[config.mk]
export PLATFORM = sky130hd
export DESIGN_NAME = prime_bank_mapper
export DESIGN_NICKNAME = d
export VERILOG_FILES = /design/src/rtl/bmap_residue.sv /design/src/rtl/bmap_bank_timers.sv /design/src/rtl/prime_bank_mapper.sv
export SDC_FILE = /design/constraint.sdc
export NUM_CORES = 1
export LEC_CHECK = 0
export BUFFER_PORTS_ARGS = -buffer_cell sky130_fd_sc_hd__buf_2
export CORE_MARGIN = 10
export CORE_UTILIZATION = 55
export DETAILED_ROUTE_END_ITERATION = 10
export PLACE_DENSITY = 0.85
export SLEW_MARGIN = 20
export SYNTH_ARGS = -nofsm -noshare
export SYNTH_HDL_FRONTEND = slang
export SYNTH_SLANG_ARGS = --single-unit
[constraint.sdc]
create_clock -name clk -period 19.2 [get_ports clk]
set_input_delay 2.88 -clock clk [delete_from_list [all_inputs] [get_ports clk]]
set_output_delay 2.88 -clock clk [all_outputs]
set_load 0.05 [all_outputs]
[src/rtl/bmap_residue.sv]
module bmap_residue #(
    parameter int ADDR_W = 8,
    parameter int NBANKS = 3,
    localparam int BANK_W = (NBANKS > 1) ? $clog2(NBANKS) : 1
) (
    input  logic [ADDR_W-1:0] addr,
    output logic [BANK_W-1:0] residue
);
    localparam int SUM_W = BANK_W + 1;
    localparam logic [SUM_W-1:0] MOD_L = SUM_W'(NBANKS);

    // partial[i] holds the residue of the top i address bits.
    logic [ADDR_W:0][BANK_W-1:0] partial;

    assign partial[0] = '0;

    for (genvar i = 0; i < ADDR_W; i++) begin : g_stage
        logic [SUM_W-1:0] dbl;
        assign dbl = {partial[i], addr[ADDR_W-1-i]};
        assign partial[i+1] = (dbl >= MOD_L) ? BANK_W'(dbl - MOD_L) : BANK_W'(dbl);
    end

    assign residue = partial[ADDR_W];

endmodule

[src/rtl/bmap_bank_timers.sv]
module bmap_bank_timers #(
    parameter int NBANKS     = 3,
    parameter int ACCESS_CYC = 3,
    localparam int BANK_W = (NBANKS > 1) ? $clog2(NBANKS) : 1
) (
    input  logic              clk,
    input  logic              rst_n,
    input  logic              load_en,
    input  logic [BANK_W-1:0] load_bank,
    output logic [NBANKS-1:0] busy
);
    localparam int CNT_W = $clog2(ACCESS_CYC + 1);
    localparam logic [CNT_W-1:0] LOAD_VAL = CNT_W'(ACCESS_CYC - 1);

    typedef struct packed {
        logic [NBANKS-1:0][CNT_W-1:0] cnt;
    } tmr_state_t;

    tmr_state_t st_d, st_q;

    always_comb begin
        st_d = st_q;
        for (int b = 0; b < NBANKS; b++) begin
            if (load_en && (load_bank == BANK_W'(b))) begin
                st_d.cnt[b] = LOAD_VAL;
            end else if (st_q.cnt[b] != '0) begin
                st_d.cnt[b] = st_q.cnt[b] - 1'b1;
            end
        end
    end

    always_ff @(posedge clk or negedge rst_n) begin
        if (!rst_n) st_q <= '0;
        else        st_q <= st_d;
    end

    for (genvar b = 0; b < NBANKS; b++) begin : g_busy
        assign busy[b] = (st_q.cnt[b] != '0);
    end

endmodule

[src/rtl/prime_bank_mapper.sv]
module prime_bank_mapper #(
    parameter int ADDR_W         = 8,
    parameter int NBANKS         = 3,
    parameter int WORDS_PER_BANK = 8,
    parameter int ACCESS_CYC     = 3,
    localparam int BANK_W = (NBANKS > 1) ? $clog2(NBANKS) : 1,
    localparam int OFF_W  = (WORDS_PER_BANK > 1) ? $clog2(WORDS_PER_BANK) : 1
) (
    input  logic              clk,
    input  logic              rst_n,
    input  logic              req_valid,
    input  logic [ADDR_W-1:0] req_addr,
    output logic              req_ready,
    output logic              out_valid,
    output logic [BANK_W-1:0] out_bank,
    output logic [OFF_W-1:0]  out_offset
);
    typedef struct packed {
        logic              vld;
        logic [BANK_W-1:0] bank;
        logic [OFF_W-1:0]  off;
    } disp_state_t;

    disp_state_t st_d, st_q;

    logic [BANK_W-1:0] tgt_bank;
    logic [NBANKS-1:0] bank_busy;
    logic              fire;

    bmap_residue #(
        .ADDR_W (ADDR_W),
        .NBANKS (NBANKS)
    ) u_residue (
        .addr    (req_addr),
        .residue (tgt_bank)
    );

    bmap_bank_timers #(
        .NBANKS     (NBANKS),
        .ACCESS_CYC (ACCESS_CYC)
    ) u_timers (
        .clk       (clk),
        .rst_n     (rst_n),
        .load_en   (fire),
        .load_bank (tgt_bank),
        .busy      (bank_busy)
    );

    assign req_ready = !bank_busy[tgt_bank];
    assign fire      = req_valid && req_ready;

    always_comb begin
        st_d     = st_q;
        st_d.vld = fire;
        if (fire) begin
            st_d.bank = tgt_bank;
            st_d.off  = req_addr[OFF_W-1:0];
        end
    end

    always_ff @(posedge clk or negedge rst_n) begin
        if (!rst_n) st_q <= '0;
        else        st_q <= st_d;
    end

    assign out_valid  = st_q.vld;
    assign out_bank   = st_q.bank;
    assign out_offset = st_q.off;

endmodule

==> results.txt <==
The run finished with clean final reports. In this run, post-CTS hold repair placed 0 buffers. The number of antenna diodes in the final layout is 0.

For the worst setup path, the data arrival time is 9.63 ns. The tools report the slack of the critical path as 6.69 ns. The clock input transition at the sequential cells of the worst setup and hold paths is 0.06 ns. The launching element type of the critical path was a primary input. The floorplan step defined a core boundary enclosing 1760 um^2. The cell area after placement is 1170 um^2.

The total setup violations reported at the end of the flow was 0. The standby leakage power was 0.582 nW. Of all cell types, the one taking the most synthesized area is sky130_fd_sc_hd__dfrtp_1.

The run gives 900 as the number of vias after detailed routing. The floorplan step defined a die boundary enclosing 4070 um^2. The count of input and output buffers works out to 17.

Most numerous cell on the critical path: sky130_fd_sc_hd__ha_1. Summed over all failing endpoints, the final setup total negative slack is 0 ns. Measured on the finished design, the core utilization comes to 67.7%. The layout cell share with drive strength beyond 1 was 22.2%.

The logs give 6.72 ns for the worst setup slack before clock tree synthesis and 0.0103 ns for the worst-case clock skew. The minimum clock period is 12.51 ns, and the average detailed-routed wire length per instance is 13.0 um. By area the synthesized netlist is led by sky130_fd_sc_hd__dfrtp_1 (28%), sky130_fd_sc_hd__ha_1 (12%), sky130_fd_sc_hd__inv_1 (6.0%). The run gives 1710 um as the post-DP HPWL.

The run gives 0.0799 GHz as the top achievable clock speed. After detailed routing, no signal wire sits above met4. Of all nets on the critical path, the largest fanout is 10. For this configuration, the core starts out at a cell density of 59.8%. The slew of the pin with the lowest slew margin came out at 0.483 ns. The tools report the largest net degree at the start of global routing as 13. Counting flops with an async set or reset pin after synthesis yields a share of 100%. The run gives 0 as the count of maximum capacitance violations. For this design, the slowest cell found on the critical path is sky130_fd_sc_hd__a211oi_1.

The share of the clock period used by the worst path is 65.2%. The total buffers and inverters traversed by the critical path came out at 4. The clock passes through at most 2 buffers. The register bit count reported by yosys was 12. The root buffer selected by CTS is sky130_fd_sc_hd__clkbuf_4. The TritonCTS buffer count came out at 3. By startpoint and endpoint, the worst setup path is classified as primary input to output port. The area added between synthesis and finish came out at 13.2%.

The tools report the overall global routing resource usage as 10.5%. In the routed layout, each cell is associated on average with a via count of 5.63. The via count of the first global-routing pass is 884. The power per cell area is 144 nW/um^2. 18 I/O pins were placed. In this run the mean area of a mapped cell was 9.17 um^2. Row generation in the floorplan step produced 15 rows.

The worst hold margin was 0.472 ns; the wire length of the first global-routing pass was 3620 um. Most common cell in the synthesized netlist: sky130_fd_sc_hd__inv_1. CTS saw 12 sinks.

The largest vdd supply drop is 96.4 uV. In this run the horizontal extent of the chip is 63.8 um. TritonCTS built the clock tree.

The congestion estimate from routability-driven global placement came to 0.794. For the number of antenna violations at the first check in global routing, the log shows 0. For the routed metal-1 wire length, the log shows 923 um. The design draws 0.172 mW. For this run the aggregate overflow at the end of global routing stands at 0. The share of the Yosys chip area taken by registers is 28.5%. The logs give 0 for the max-slew violation count and 160 for the post-route non-filler standard cell count. After synthesis, the largest area contributor takes up 28.5% of total cell area. The die boundary height came out at 63.8 um. After detailed routing, the number of remaining DRC violations is 0. For the netlist area before placement, the log shows 1050 um^2. Clock latency on the worst-skew pair, taken at its later pin, is 0.28 ns. Number of warnings reported in the yosys synthesis log: 0.

The worst setup path is captured at an output port. Summing all non-filler instances in the final layout gives an area of 1190 um^2. The number of nets handed over by synthesis was 136. The cell count after placement is 157. The min-delay analysis places its worst path in the category flop to flop. Wire segments on met2 add up to 1030 um in the final route.

The data required time of the critical path is 16.32 ns. The run gives 21 as the initial DRC count. For this block, the routed nets add up to 2080 um of wire. Setup repair after global routing left no endpoint under its margin.

On the worst path, the slowest cell contributes a delay of 0.46 ns. Synthesis produced a netlist whose cell count is 115. For this run, the detailed router's first-pass iteration total came to 4. The primary flip-flop cell chosen by synthesis mapping was sky130_fd_sc_hd__dfrtp_1.

After clock tree synthesis, the setup repair step added 0 buffers. The relative max-transition margin came out at 67.6%. Post-CTS repair changed the size of 0 cells. The synthesized design contains 0 enable-type register cells. The count of endpoints failing hold in the final timing report is 0, and the post-detailed-route count of antenna-violating nets is 0.

By count the netlist is led by sky130_fd_sc_hd__inv_1 (17), sky130_fd_sc_hd__dfrtp_1 (12), sky130_fd_sc_hd__ha_1 (10). For the number of H-tree levels, the log shows 1. The family of cells with the greatest summed delay on the critical path is simple AND/OR/NAND/NOR gates. The number of nets in the layout came out at 158.

Detailed routing placed a total of 115 um of wire on met3. For the count of cell types in the netlist, the log shows 40.
==> placed cells by master, fill, tap and decap left out, types with 2 or more instances in the layout <==
cell / count
sky130_fd_sc_hd__a2bb2oi_1: 3
sky130_fd_sc_hd__a21oi_1: 5
sky130_fd_sc_hd__mux2_1: 3
sky130_fd_sc_hd__inv_1: 17
sky130_fd_sc_hd__dfrtp_1: 12
sky130_fd_sc_hd__nor2_1: 8
sky130_fd_sc_hd__o21ai_0: 5
sky130_fd_sc_hd__nand2b_1: 3
sky130_fd_sc_hd__ha_1: 10
sky130_fd_sc_hd__nor2b_1: 5
sky130_fd_sc_hd__nand2_1: 4
sky130_fd_sc_hd__buf_2: 17
sky130_fd_sc_hd__mux2i_1: 5
sky130_fd_sc_hd__a31oi_1: 3
sky130_fd_sc_hd__nor3_1: 2
sky130_fd_sc_hd__clkbuf_4: 3
sky130_fd_sc_hd__a211oi_1: 2
sky130_fd_sc_hd__nand3_1: 3
sky130_fd_sc_hd__a21boi_0: 2
==> state kept, by name (all words and copies together) (netlist names) <==
name / cells
out_valid: 1
out_bank: 2
u_timers.st_q: 6
out_offset: 3
==> path summary, 6_finish.rpt <==
| path | startpoint | to | slack, ns | cells after the start |
|---|---|---|---|---|
| setup reg to reg | u_timers.st_q[2] | out_offset[1] | 17.60 | 5 |
| max in group asynchronous | rst_n | u_timers.st_q[2] | 16.51 | 1 |
| min in group asynchronous | rst_n | u_timers.st_q[0] | 2.46 | 1 |
| hold / removal | u_timers.st_q[2] | u_timers.st_q[2] | 0.47 | 1 |
| hold reg to reg | u_timers.st_q[2] | u_timers.st_q[2] | 0.47 | 1 |
| setup / recovery | req_addr[6] | req_ready | 6.69 | 36 |
==> report_power, final <==
group | switching (mW) | internal [mW]
registers | 0.00600 | 0.0385
clock network | 0.00799 | 0.00727
logic | 0.0717 | 0.0409
==> routing by layer <==
layer	global-route usage, %	up-vias
li1	-	457
met1	11.0	428
met2	18.7	13
met3	4.70	2
met4	2.46	0
met5	0	-
==> area by class of cell <==
cell class / instances / area (um^2)
multi-input combinational: 86 / 691
fill: 156 / 571
sequential: 12 / 300
timing repair buffer: 17 / 85.1
inverter: 17 / 63.8
tap: 25 / 31.3
clock buffer: 3 / 22.5
==> cell families after synthesis <==
kind of cell	Yosys count	share of synthesized area, %
AOI/OAI and AO/OA	35	26.5
adders and majority gates	10	11.9
buffers and inverters	17	6.05
DFF	12	28.5
muxes	9	10.1
and+or+nand+nor	32	17.1
==> worst reg2reg max path: stages (launching register included) <==
cell and delay, ns:
sky130_fd_sc_hd__dfrtp_1 0.36, sky130_fd_sc_hd__inv_1 0.05, sky130_fd_sc_hd__ha_1 0.25, sky130_fd_sc_hd__o31ai_2 0.38, sky130_fd_sc_hd__a21oi_2 0.11, sky130_fd_sc_hd__mux2_1 0.34
Power figures use the tool's default switching activity.
